[config.mk]
export PLATFORM = sky130hd
export DESIGN_NAME = elem_loop_seq
export DESIGN_NICKNAME = d
export VERILOG_FILES = /design/src/rtl/seqloop_pkg.sv /design/src/rtl/subvl_decode.sv /design/src/rtl/group_counter.sv /design/src/rtl/ff_resolver.sv /design/src/rtl/elem_loop_seq.sv
export SDC_FILE = /design/constraint.sdc
export NUM_CORES = 1
export LEC_CHECK = 0
export ABC_AREA = 1
export BUFFER_PORTS_ARGS = -buffer_cell sky130_fd_sc_hd__buf_4
export CAP_MARGIN = 40
export CORE_ASPECT_RATIO = 0.75
export CORE_UTILIZATION = 55
export DETAILED_ROUTE_END_ITERATION = 6
export GPL_TIMING_DRIVEN = 0
export PLACE_DENSITY = 0.85
export SLEW_MARGIN = 10
export SYNTH_ARGS = -nofsm -noshare
export SYNTH_HDL_FRONTEND = slang
export SYNTH_SLANG_ARGS = --single-unit
export TNS_END_PERCENT = 5
[constraint.sdc]
create_clock -name clk -period 2.6 [get_ports clk]
set_input_delay 0.39 -clock clk [delete_from_list [all_inputs] [get_ports clk]]
set_output_delay 0.39 -clock clk [all_outputs]
set_load 0.005 [all_outputs]
[src/rtl/seqloop_pkg.sv]
package seqloop_pkg;
  typedef enum logic [1:0] {FF_OFF = 2'd0, FF_TRAP = 2'd1, FF_COND = 2'd2, FF_RSVD = 2'd3} ff_mode_e;
  typedef enum logic {ST_IDLE = 1'b0, ST_RUN = 1'b1} seq_state_e;
endpackage

[src/rtl/subvl_decode.sv]
module subvl_decode #(
  parameter int SW = 2
) (
  input  logic [SW:0]   req_i,
  output logic          legal_o,
  output logic [SW-1:0] code_o
);
  localparam logic [SW:0] ONE    = (SW+1)'(1);
  localparam logic [SW:0] MAXSUB = (SW+1)'(2**SW);

  always_comb begin
    legal_o = (req_i != '0) && (req_i <= MAXSUB);
    code_o  = SW'(req_i - ONE);
  end
endmodule

[src/rtl/group_counter.sv]
module group_counter #(
  parameter int EW = 6,
  parameter int SW = 2
) (
  input  logic          clk,
  input  logic          rst_n,
  input  logic          clear_i,
  input  logic          next_grp_i,
  input  logic          next_sub_i,
  output logic [EW-1:0] elem_o,
  output logic [SW-1:0] sub_o
);
  always_ff @(posedge clk or negedge rst_n) begin
    if (!rst_n) begin
      elem_o <= '0;
      sub_o  <= '0;
    end else if (clear_i) begin
      elem_o <= '0;
      sub_o  <= '0;
    end else if (next_grp_i) begin
      elem_o <= elem_o + EW'(1);
      sub_o  <= '0;
    end else if (next_sub_i) begin
      sub_o  <= sub_o + SW'(1);
    end
  end


  sub_hold_on_grp_chk: assert property (@(posedge clk) disable iff (!rst_n)
    (next_grp_i && !clear_i) |=> (sub_o == '0));
endmodule

[src/rtl/ff_resolver.sv]
module ff_resolver #(
  parameter int EW = 6
) (
  input  seqloop_pkg::ff_mode_e mode_i,
  input  logic                  fail_i,
  input  logic [EW-1:0]         elem_i,
  input  logic [EW-1:0]         vl_i,
  output logic                  stop_o,
  output logic                  trap_o,
  output logic [EW-1:0]         vl_o
);
  import seqloop_pkg::*;

  logic armed;
  always_comb begin
    armed  = (mode_i == FF_TRAP) || (mode_i == FF_COND);
    stop_o = fail_i && armed;
    trap_o = fail_i && (mode_i == FF_TRAP) && (elem_i == '0);
    vl_o   = trap_o ? vl_i : elem_i;
  end
endmodule

[src/rtl/elem_loop_seq.sv]
module elem_loop_seq #(
  parameter int EW = 6,
  parameter int SW = 2
) (
  input  logic             clk,
  input  logic             rst_n,
  input  logic             start_i,
  input  logic [EW-1:0]    vl_i,
  input  logic [SW:0]      subvl_i,
  input  logic [1:0]       ff_mode_i,
  input  logic [2**EW-1:0] pred_mask_i,
  output logic             step_valid_o,
  input  logic             step_ready_i,
  input  logic             step_fail_i,
  output logic [EW-1:0]    elem_off_o,
  output logic [SW-1:0]    sub_off_o,
  output logic             done_o,
  output logic [EW-1:0]    vl_new_o,
  output logic             trap_o,
  output logic             subvl_exc_o
);
  import seqloop_pkg::*;

  localparam int NGRP = 2**EW;

  seq_state_e      state_q;
  logic [EW-1:0]   vl_q;
  logic [SW-1:0]   code_q;
  logic [NGRP-1:0] mask_q;
  ff_mode_e        mode_q;

  logic            sv_legal;
  logic [SW-1:0]   sv_code;
  logic            running, grp_on, last_sub, last_grp, hs, grp_end;
  logic            ff_stop, ff_trap, finish_norm;
  logic            clr, nxt_grp, nxt_sub;
  logic [EW-1:0]   ff_vl;

  subvl_decode #(.SW(SW)) u_dec (
    .req_i(subvl_i), .legal_o(sv_legal), .code_o(sv_code)
  );

  group_counter #(.EW(EW), .SW(SW)) u_cnt (
    .clk(clk), .rst_n(rst_n), .clear_i(clr), .next_grp_i(nxt_grp),
    .next_sub_i(nxt_sub), .elem_o(elem_off_o), .sub_o(sub_off_o)
  );

  ff_resolver #(.EW(EW)) u_ff (
    .mode_i(mode_q), .fail_i(hs && step_fail_i), .elem_i(elem_off_o),
    .vl_i(vl_q), .stop_o(ff_stop), .trap_o(ff_trap), .vl_o(ff_vl)
  );

  always_comb begin
    running      = (state_q == ST_RUN);
    grp_on       = mask_q[elem_off_o];
    last_sub     = (sub_off_o == code_q);
    last_grp     = (elem_off_o == vl_q - EW'(1));
    step_valid_o = running && grp_on;
    hs           = step_valid_o && step_ready_i;
    grp_end      = running && ((hs && last_sub) || !grp_on);
    finish_norm  = grp_end && last_grp && !ff_stop;
    clr          = ff_stop || finish_norm;
    nxt_grp      = grp_end && !last_grp && !ff_stop;
    nxt_sub      = hs && !last_sub && !ff_stop;
  end

  always_ff @(posedge clk or negedge rst_n) begin
    if (!rst_n) begin
      state_q     <= ST_IDLE;
      vl_q        <= '0;
      code_q      <= '0;
      mask_q      <= '0;
      mode_q      <= FF_OFF;
      done_o      <= 1'b0;
      trap_o      <= 1'b0;
      subvl_exc_o <= 1'b0;
      vl_new_o    <= '0;
    end else begin
      done_o      <= 1'b0;
      trap_o      <= 1'b0;
      subvl_exc_o <= 1'b0;
      if (state_q == ST_IDLE) begin
        if (start_i) begin
          if (!sv_legal) begin
            subvl_exc_o <= 1'b1;
          end else if (vl_i == '0) begin
            done_o   <= 1'b1;
            vl_new_o <= '0;
          end else begin
            state_q <= ST_RUN;
            vl_q    <= vl_i;
            code_q  <= sv_code;
            mask_q  <= pred_mask_i;
            mode_q  <= ff_mode_e'(ff_mode_i);
          end
        end
      end else if (ff_stop) begin
        state_q  <= ST_IDLE;
        done_o   <= 1'b1;
        trap_o   <= ff_trap;
        vl_new_o <= ff_vl;
      end else if (finish_norm) begin
        state_q  <= ST_IDLE;
        done_o   <= 1'b1;
        vl_new_o <= vl_q;
      end
    end
  end


  hold_under_stall_chk: assert property (@(posedge clk) disable iff (!rst_n)
    (step_valid_o && !step_ready_i) |=> (step_valid_o && $stable(elem_off_o) && $stable(sub_off_o)));


  sub_step_chk: assert property (@(posedge clk) disable iff (!rst_n)
    (hs && !last_sub && !step_fail_i) |=> (sub_off_o == $past(sub_off_o) + SW'(1)));


  done_clears_chk: assert property (@(posedge clk) disable iff (!rst_n)
    done_o |-> (elem_off_o == '0 && sub_off_o == '0 && !step_valid_o));


  exc_quiet_chk: assert property (@(posedge clk) disable iff (!rst_n)
    subvl_exc_o |-> (!step_valid_o && !done_o));


  trap_with_done_chk: assert property (@(posedge clk) disable iff (!rst_n)
    trap_o |-> done_o);


  masked_silent_chk: assert property (@(posedge clk) disable iff (!rst_n)
    (running && !grp_on && !last_grp) |=> (elem_off_o == $past(elem_off_o) + EW'(1)));
endmodule

# Word-level counts from Yosys, hierarchy flattened
# Index checks and enable logic that the tools add are counted.
[classes]
mul = 0
n_div = 0
order_cmp = 2
n_eq_ne = 5
reduce_logical = 32
n_bitwise = 2
shifts = 0
mux = 31
add_sub_neg = 4
[ops]
columns = ["cell", "count"]
rows = [
  ["$mux W6", 9],
  ["$mux W1", 18],
  ["$logic_and A1 B1 Y1", 15],
  ["$logic_not A6 Y1", 2],
  ["$reduce_and A4 Y1", 2],
  ["$reduce_bool A2 Y1", 4],
  ["$lt A6 B7 Y1 const B", 1],
  ["$add A6 B1 Y6 const B", 1],
  ["$bmux W1 S6", 1],
  ["$eq A6 B6 Y1", 1],
  ["$mux W2", 3],
  ["$reduce_bool A3 Y1", 2],
  ["$sub A6 B1 Y6 const B", 1],
  ["$logic_not A1 Y1", 4],
  ["$le A3 B3 Y1 const B", 1],
  ["$logic_or A1 B1 Y1", 3],
  ["$ne A3 B1 Y1 const B", 1],
  ["$add A2 B1 Y2 const B", 1],
  ["$eq A2 B1 Y1 const B", 1],
  ["$eq A2 B2 Y1", 1],
  ["$eq A2 B2 Y1 const B", 1],
  ["$not A1 Y1", 2],
  ["$sub A2 B1 Y2 const B", 1],
]
[totals]
wordCells = 87
mem_bits_ro = 0
latch_bits = 0
n_memories = 0
regBits = 92
in_bits = 80
ramBits = 0
out_inout_bits = 18

# Depth between registers and ports, before layout
# Gate-level depths: netlist (run 1).
[depth]
word_depth = 12
ltp_mapped = 18
depth_no_buf = 16

# By module
# A second synthesis (run 1) with hierarchy kept.
[unflattened]
cells_unflattened = 494
area_unflattened_um2 = 4698.3
[modules_own_cells]
columns = ["mod", "cells_each", "seq_area_each_um2", "instances", "area_each_um2"]
rows = [
  ["elem_loop_seq", 406, 2102.0, 1, 4115.2],
  ["group_counter", 50, 200.2, 1, 405.4],
  ["ff_resolver", 29, 0.0, 1, 135.1],
  ["subvl_decode", 9, 0.0, 1, 42.5],
]

# Worst setup path before layout (run 1)
# Ideal clock, no wire load.
[synth_timing]
path_kind = "reg2reg"
start = "register u_cnt.elem_o[0]"
end = "register u_cnt.elem_o[4]"
path_stages_with_launch = 19
arrival_ns = 1.742
slack_ns = 0.736
t_required_ns = 2.478
synth_period_minus_slack_ns = 1.864
cell_sequence = "dfrtp_1 buf_6 inv_4 buf_6 nand2_1 nand3_1 nand2_1 nand2_1 nand2_1 nor2_1 nor2_1 nor2_2 nand2_2 nand2_1 nand3_1 nand2_2 inv_2 nand4_1 o21ai_1"
[synth_via]
elab_chain_len = 11
word_cells_on_any_way = 22
cone_classes = "add/sub: 1; eq/ne: 1; mux: 4; reduce/logical: 16"
[synth_lines]
columns = ["item", "line", "source"]
rows = [
  ["from (decl)", "group_counter.sv:10", "output logic [EW-1:0] elem_o,"],
  ["from (signal assigned)", "group_counter.sv:21", "elem_o <= elem_o + EW'(1);"],
  ["$bmux W1 S6", "elem_loop_seq.sv:55", "grp_on = mask_q[elem_off_o];"],
  ["$mux W1 (not written as such)", "elem_loop_seq.sv:55", ""],
  ["$logic_and A1 B1 Y1", "elem_loop_seq.sv:58", "step_valid_o = running && grp_on;"],
  ["$logic_and A1 B1 Y1", "elem_loop_seq.sv:59", "hs = step_valid_o && step_ready_i;"],
  ["$logic_and A1 B1 Y1", "elem_loop_seq.sv:60", "grp_end = running && ((hs && last_sub) || !grp_on);"],
  ["$logic_or A1 B1 Y1", "elem_loop_seq.sv:60", ""],
  ["$logic_and A1 B1 Y1", "elem_loop_seq.sv:60", ""],
  ["$logic_and A1 B1 Y1 (2 in series)", "elem_loop_seq.sv:61", "finish_norm = grp_end && last_grp && !ff_stop;"],
  ["$logic_or A1 B1 Y1", "elem_loop_seq.sv:62", "clr = ff_stop || finish_norm;"],
  ["$mux W6 / $reduce_bool A2 Y1 (equally long branches)", "-", ""],
]
# Several ways; a longest one is shown, not always the timed one. The select of a mux whose other input is x is not followed.
# A chain may end at the register's enable or synchronous reset.

# Worst setup path in the final report (run 1)
[layout_timing]
start = "register u_cnt.elem_o[1]"
end = "output port step_valid_o"
[layout_via]
elab_chain_len = 3
[layout_lines]
columns = ["item", "line", "source"]
rows = [
  ["$bmux W1 S6", "elem_loop_seq.sv:55", ""],
  ["$mux W1 (not written as such)", "elem_loop_seq.sv:55", ""],
  ["$logic_and A1 B1 Y1", "elem_loop_seq.sv:58", ""],
  ["to (decl)", "elem_loop_seq.sv:12", "output logic step_valid_o,"],
]
# No other way between the ends. The select of a mux whose other input is x is not followed.

==> reports/qor.txt, run 1 <==
status -> completed
Final Util -> 73.0%
Vias per Instance -> 5.39
Register Area -> 2300 sq um
via count -> 4,322
startpoint type of the worst setup path -> flip-flop
post-cts resize count -> 0
ys flop type -> dfrtp_1
syn_nets -> 668
largest family of logic cells by synthesized area -> simple AND/OR/NAND/NOR gates
First DRT Iteration DRCs -> 378
Min Hold Slack -> 0.00571 ns
WL met3 -> 964 um
Clock Path Buffers -> 2
die height -> 82.3 um
initial antenna violation count -> 0
Mean Syn Cell Area -> 8.10 sq um
Clock Tree Root -> clkbuf_16
GRT Overall Usage -> 30.2%
clock-pin slew on the worst setup and hold paths -> 0.06 ns
P&R area growth vs syn -> 25.1%
clock sink count -> 92
complex-gate fraction of the synthesized area -> 7.58%
Peak supply drop -> 674 uV
highest clock rate -> 0.405 GHz
core area -> 8090 sq um
register bit total from synthesis -> 92
mux share of post-synthesis cell area -> 5.25%
RSZ-0062 raised after global routing -> false
largest net degree at the start of global routing -> 58
Leak -> 3.13 nW
DIE AREA -> 8970 sq um
DR DRC count -> 0
Inserted Diodes -> 0
number of global-route vias before repair -> 4,296
Starting Density -> 58.4%
Final #Nets -> 777
CTS Buf Count -> 9
placer congestion estimate -> 0.865
synth top area cells -> dfrtp_1, nand2_1, nor2_1, a21oi_1, inv_1
final WL -> 12,300 um
Critical-path top delay cell -> dfrtp_1
DR WL/cell -> 15.3 um
Buf/Inv on CP -> 3
port buffer count -> 97
final hold violation count -> 0
min-delay worst type -> in2async
final setup fails -> 0
M1 WL -> 5450 um
Post-CTS Setup Inserts -> 0
first-pass GRT wire length -> 20,200 um
ordered cell list for the critical path -> buf_4 > buf_2 > nand3_1 > nand2_1 > nand2_1 > nand2_1 > nor2_1 > nand2_1 > nand3_2 > a21oi_1 > buf_4
met2 wire len -> 5590 um
area leader, netlist -> dfrtp_1
Final Cycle Share -> 95.0%
std cell rows -> 28
register area share after synthesis -> 48.7%
Setup Skew -> 0.00602 ns
Top Layer Used -> met4
GR Overflow Total -> 0
Warnings, synthesis -> 0
proportion of layout cells with a drive suffix above 1 -> 24.2%
Synth cell types -> 29
# hold bufs at CTS -> 0
area share of the largest cell type after synthesis -> 48.7%
Synth Area in Adders -> 1.32%
XOR/XNOR Fraction of Synth Area -> 2.78%
H-tree Lvls -> 3
worst-skew pair later-pin latency -> 0.34 ns
die width -> 109 um
Slew HR -> 58.0%
Post-Synthesis Cells -> 583
min Tclk post-route -> 2.47 ns
asr flop ratio synth -> 100%
Post-DRT Antenna Nets -> 0
CTS tree -> yes
Post-synth EDFFs -> 0
delay of the slowest critical-path stage -> 0.40 ns
io pins -> 98
Worst Max-Slew Pin Slew -> 0.629 ns
WS Path Type -> reg2out
power per standard cell area -> 1190 nW/um^2
Setup crit end kind -> output port
crit-path most repeated cell -> nand2_1
Simple-Gate Fraction of Synth Area -> 24.7%
worst path required time -> 2.21 ns
max-cap viol count -> 0
TritonRoute pass-1 iters -> 5
crit-path leading delay family -> buffers and inverters
TNS Setup -> 0 ns
HPWL after DPL -> 8800 um
Mapped Area -> 4720 sq um
CP Max Fanout -> 10
fin. max-slew vios -> 0
Worst Path Arrival -> 2.08 ns
multi-input logic area -> 1970 sq um
fillers -> 636
[where the power goes]
group / internal [mW] / leakage, nW / switching, mW / total, mW
registers: 2.08 / 1.06 / 0.357 / 2.44
logic: 1.35 / 1.92 / 1.91 / 3.26
clock network: 0.746 / 0.139 / 0.564 / 1.31
[worst paths after layout]
path                                                  start                      end  slack, ns  depth (start not counted)
worst min-delay path                                  rst_n    mask_q[5]$_DFFE_PN0P_      0.006                          1
worst max register to register            running$_DFF_PN0_   mask_q[22]$_DFFE_PN0P_       0.17                          7
max in group asynchronous                             rst_n    code_q[0]$_DFFE_PN0P_       1.96                          2
min in group clk                                 subvl_i[0]    code_q[0]$_DFFE_PN0P_       0.25                          2
worst min register to register      vl_new_o[4]$_DFFE_PN0P_  vl_new_o[4]$_DFFE_PN0P_       0.49                          2
worst max-delay path            u_cnt.elem_o[1]$_DFFE_PN0P_             step_valid_o       0.13                         11
[stage by stage]
| stage | setup slack [ns] | power [mW] | instances | instance area (sq um) |
|---|---|---|---|---|
| finish | 0.129 | 7.01 | 802 | 5910 |
| global route | 0.0142 | 7.55 | 802 | 5910 |
| CTS | 0.130 | 6.97 | 802 | 5900 |
| detailed placement | -0.0574 | 5.62 | 786 | 5610 |
| global placement | 0.0128 | 5.45 | 785 | 5580 |
| floorplan | 0.736 | 4.64 | 583 | 4720 |
[flip-flops by register name (all words and copies together) (netlist names)]
name	count
mask_q	64
vl_new_o	6
running	1
trap_o	1
code_q	2
vl_q	6
u_cnt.sub_o	2
done_o	1
mode_q	2
subvl_exc_o	1
u_cnt.elem_o	6
[cell usage after synthesis (6+ instances only)]
cell type / instances
nand3_1: 38
dfrtp_1: 92
nand2_1: 130
a21oi_1: 54
nor2_1: 88
o21ai_0: 6
mux2_2: 22
o21ai_1: 10
inv_1: 68
clkbuf_1: 9
xnor2_1: 6
xor2_1: 9
buf_6: 8
[cell families after synthesis]
group,Yosys count
DFF,92
muxes,22
and+or+nand+nor,279
AOI/OAI and AO/OA,71
xor gates and xnor gates,15
buffers and inverters,99
adders and majority gates,5
[layout make-up]
cell class,count,area share [%]
Buffer,27,3.07
Clock buffer,10,3.87
Clock inverter,6,1.08
Inverter,72,4.62
Multi-Input combinational cell,392,33.4
Sequential cell,92,39.0
Tap cell,105,2.22
Timing Repair Buffer,98,12.8
[layer usage]
layer	GRT usage, %	vias up
met5	0	-
met4	10.9	0
met3	6.91	30
met2	49.1	211
met1	39.9	2035
li1	-	2046
[placed cells by master, fill, tap and decap left out, types with 3 or more instances in the layout]
cell / Yosys / final
nand2_1: 130 / 130
buf_4: 4 / 101
dfrtp_1: 92 / 92
nor2_1: 88 / 86
inv_1: 68 / 68
a21oi_1: 54 / 54
nand3_1: 38 / 38
mux2_2: 22 / 22
clkbuf_1: 9 / 10
o21ai_1: 10 / 10
xor2_1: 9 / 9
clkbuf_16: 0 / 9
buf_6: 8 / 8
xnor2_1: 6 / 6
o21ai_0: 6 / 6
nor2_2: 3 / 5
nand4_1: 5 / 5
ha_1: 5 / 5
nand2_2: 4 / 4
nor3_1: 4 / 4
inv_2: 3 / 3
buf_2: 3 / 3
nand3_2: 3 / 3
Power figures use the tool's default switching activity.
==> run 2: changes to the inputs <==
ABC_AREA = 0   (was 1)
==> reports/qor.txt, run 2 <==
status -> complete, but fails checks
violated checks -> setup timing
delay of the slowest critical-path stage -> 0.46 ns (+0.06 ns)
register with the most flip-flops -> mask_q
Critical-path top delay cell -> dfrtp_2
H-tree Lvls -> 3 (unchanged)
syn_nets -> 457 (-32%)
DR DRC count -> 0 (unchanged)
most common cell in the netlist -> dfrtp_1
most frequent cells in the layout -> buf_4, dfrtp_1, mux2_1
complex-gate fraction of the synthesized area -> 6.64% (-0.94 points)
Worst Max-Slew Pin Slew -> 0.635 ns (+0.00629 ns)
mux share of post-synthesis cell area -> 26.5% (+21 points)
CTS tree -> yes
max-cap viol count -> 0 (unchanged)
RR Startpoint -> u_cnt.elem_o[1]$_DFFE_PN0P_
Slew HR -> 57.7% (-0.32 points)
Leak -> 2.71 nW (-13%)
placer congestion estimate -> 0.894 (+3.4%)
Final Cycle Share -> 109% (+14 points)
fillers -> 547 (-14%)
clock share of power -> 13.1% (-5.6 points)
CP Max Fanout -> 6 (-4)
GR Overflow Total -> 0 (unchanged)
Final Util -> 74.0% (+0.98 points)
Critical Path Start -> u_cnt.elem_o[1]$_DFFE_PN0P_
DR WL/cell -> 18.5 um (+20%)
number of global-route vias before repair -> 3,621 (-16%)
io pins -> 98 (unchanged)
Mapped Area -> 4620 sq um (-2.2%)
Worst Path Arrival -> 2.44 ns (+0.36 ns)
final setup fails -> 12 (+12)
largest family of logic cells by synthesized area -> multiplexers
top post-synthesis cells by count -> dfrtp_1, mux2_1, mux2i_1, nand2_1, nor2_1
DP Area -> 5510 sq um (-1.9%)
WS Path Type -> reg2out
number of flip-flops in the largest register -> 64 (unchanged)
final hold violation count -> 0 (unchanged)
first-pass GRT wire length -> 17,800 um (-12%)
fin. max-slew vios -> 0 (unchanged)
ys flop type -> dfrtp_1
synth top area cells -> dfrtp_1, mux2_1, mux2i_1, mux4_2, nand2_1
Clock Path Buffers -> 2 (unchanged)
GRT Overall Usage -> 27.4% (-2.8 points)
register area share after synthesis -> 49.9% (+1.1 points)
Clock Tree Root -> clkbuf_8
Post-DRT Antenna Nets -> 0 (unchanged)
XOR/XNOR Fraction of Synth Area -> 2.28% (-0.51 points)
Setup Skew -> 0.0124 ns (+0.00634 ns)
ordered cell list for the critical path -> buf_12 > buf_12 > buf_4 > nor3b_1 > a221oi_1 > and4_4 > o21ai_2 > o41ai_4 > buf_6 > nor2_4 > buf_6
die width -> 108 um (-1.1%)
TritonRoute pass-1 iters -> 5 (unchanged)
P&R area growth vs syn -> 28.6%
Internal -> 4.48 mW (+7.3%)
area leader, netlist -> dfrtp_1
clock-pin slew on the worst setup and hold paths -> 0.09 ns (+0.03 ns)
worst path required time -> 2.21 ns (about the same)
final WL -> 11,200 um (-8.6%)
std cell rows -> 28 (unchanged)
core area -> 8020 sq um (-0.87%)
Peak supply drop -> 574 uV (-15%)
Comb power frac -> 50.8% (+4.3 points)
port buffer count -> 97 (unchanged)
switching power of the nets -> 2.68 mW (-5.5%)
most common cell after layout, fill and taps aside -> buf_4
Post-synth EDFFs -> 0 (unchanged)
Inserted Diodes -> 0 (unchanged)
via count -> 3,542 (-18%)
switching part of the total power -> 37.4% (-3.0 points)
area share of the largest cell type after synthesis -> 49.9% (+1.1 points)
First DRT Iteration DRCs -> 195 (-48%)
Reg power frac -> 36.1% (+1.3 points)
Post-Synthesis Cells -> 372 (-36%)
DIE AREA -> 8770 sq um (-2.2%)
hold_sp -> subvl_i[0]
worst-skew pair later-pin latency -> 0.37 ns (+0.03 ns)
Warnings, synthesis -> 0 (unchanged)
register bit total from synthesis -> 92 (unchanged)
proportion of layout cells with a drive suffix above 1 -> 33.7% (+9.5 points)
Mean Syn Cell Area -> 12.4 sq um (+53%)
TNS Setup -> -1.53 ns (-1.53 ns)
die height -> 81.4 um (-1.1%)
asr flop ratio synth -> 100% (unchanged)
Synth Area in Adders -> 1.35% (+0.030 points)
Buf/Inv on CP -> 5 (+2)
Simple-Gate Fraction of Synth Area -> 9.67% (-15 points)
Final #Nets -> 584 (-25%)
power per standard cell area -> 1210 nW/um^2 (+1.7%)
min Tclk post-route -> 2.83 ns (+0.363 ns)
largest net degree at the start of global routing -> 70 (+21%)
clock sink count -> 92 (unchanged)
startpoint type of the worst setup path -> flip-flop
HPWL after DPL -> 8050 um (-8.6%)
initial antenna violation count -> 0 (unchanged)
Setup crit end kind -> output port
highest clock rate -> 0.353 GHz (-13%)
Starting Density -> 57.6% (-0.80 points)
RSZ-0062 raised after global routing -> true
Finished Cell Area -> 5940 sq um (+0.47%)
min-delay worst type -> in2reg
Vias per Instance -> 5.82 (+7.9%)
CTS Buf Count -> 9 (unchanged)
Synth cell types -> 56 (+93%)
crit-path leading delay family -> buffers and inverters
worst setup margin -> -0.234 ns (-0.363 ns)
==> run 2: cell count changes after synthesis, moves of 5 or more <==
cell / before / now
mux2i_1: 0 / 27
nand3_1: 38 / 6
nor2_1: 88 / 14
mux2_1: 0 / 67
inv_1: 68 / 11
o21ai_0: 6 / 1
nand2_1: 130 / 23
mux2_2: 22 / 5
a21oi_1: 54 / 6
==> run 2: logic make-up after synthesis <==
logic type / Yosys count
AND/OR/NAND/NOR: 80
adder cells (fa/ha/maj): 5
XOR/XNOR: 12
buffers and inverters: 34
multiplexers: 105
AO/OA/AOI/OAI: 44
flip-flops: 92
==> run 2: cell type report <==
type                            count  area [sq um]  share of cell area, %
Clock inverter                      6          65.1                   1.10
Buffer                             22           154                   2.59
Multi-Input combinational cell    246          2190                   36.9
Timing Repair Buffer              116           922                   15.5
Clock buffer                       10           128                   2.15
Sequential cell                    92          2300                   38.8
Tap cell                          105           131                   2.21
Inverter                           12          45.0                  0.759
==> run 2: power groups by stage <==
stage | combinational, mW | sequential, mW | clock (mW)
6_report | 3.63 | 2.59 | 0.941
3_5_place_dp | 3.00 | 2.60 | 0
3_3_place_gp | 2.89 | 2.54 | 0
5_1_grt | 3.90 | 2.67 | 1.02
4_1_cts | 3.31 | 2.57 | 0.963
2_1_floorplan | 2.19 | 2.44 | 0
==> run 2: path summary, 6_finish.rpt <==
check                                             endpoint  slack (ns)  depth (start not counted)
worst max register to register     vl_new_o[0]$_DFFE_PN0P_       -0.23                         12
worst max-delay path                          step_valid_o       -0.23                         11
min in group asynchronous       u_cnt.sub_o[1]$_DFFE_PN0P_        0.46                          2
worst min register to register      mask_q[54]$_DFFE_PN0P_        0.49                          1
worst min-delay path                 code_q[0]$_DFFE_PN0P_        0.19                          2
max in group asynchronous           mask_q[13]$_DFFE_PN0P_        1.50                          3
==> run 2: metrics by stage <==
| stage | instances | hold slack (ns) | setup slack, ns | power, mW |
|---|---|---|---|---|
| floorplan | 372 | 0.0944 | 0.0203 | 4.63 |
| global placement | 574 | 0.461 | -0.307 | 5.42 |
| detailed placement | 575 | 0.319 | -0.310 | 5.60 |
| CTS | 599 | 0.180 | -0.226 | 6.85 |
| global route | 609 | 0.180 | -0.319 | 7.59 |
| finish | 609 | 0.191 | -0.234 | 7.16 |
==> run 2: worst reg2reg max path, stage by stage (launching register included) <==
cell and delay [ns]:
dfrtp_2 0.46, buf_12 0.15, buf_12 0.13, mux4_2 0.35, nand3_1 0.09, and4_4 0.21, o21ai_2 0.15, o41ai_4 0.11
buf_6 0.16, buf_4 0.14, nor3_4 0.32, mux2i_1 0.14, mux2_2 0.28
==> run 2: repair_timing <==
action | 4_1_cts | 5_1_grt
gates cloned | 0 | 0
setup buffers | 7 | 10
gates resized for setup | 13 | 10
hold endpoints to repair | 23 | 0
hold buffers | 1 | 0
endpoints found under the setup margin | 11 | 21
pin swaps | 3 | 3
==> run 2: metal layers <==
layer  share of wire [%]  GRT usage (%)  vias to the layer above
met2                  49           44.7                      160
li1                    -              -                     1596
met4                 2.0           10.3                        0
met3                 7.3           7.46                       23
met5                   0              0                        -
met1                  42           35.2                     1763
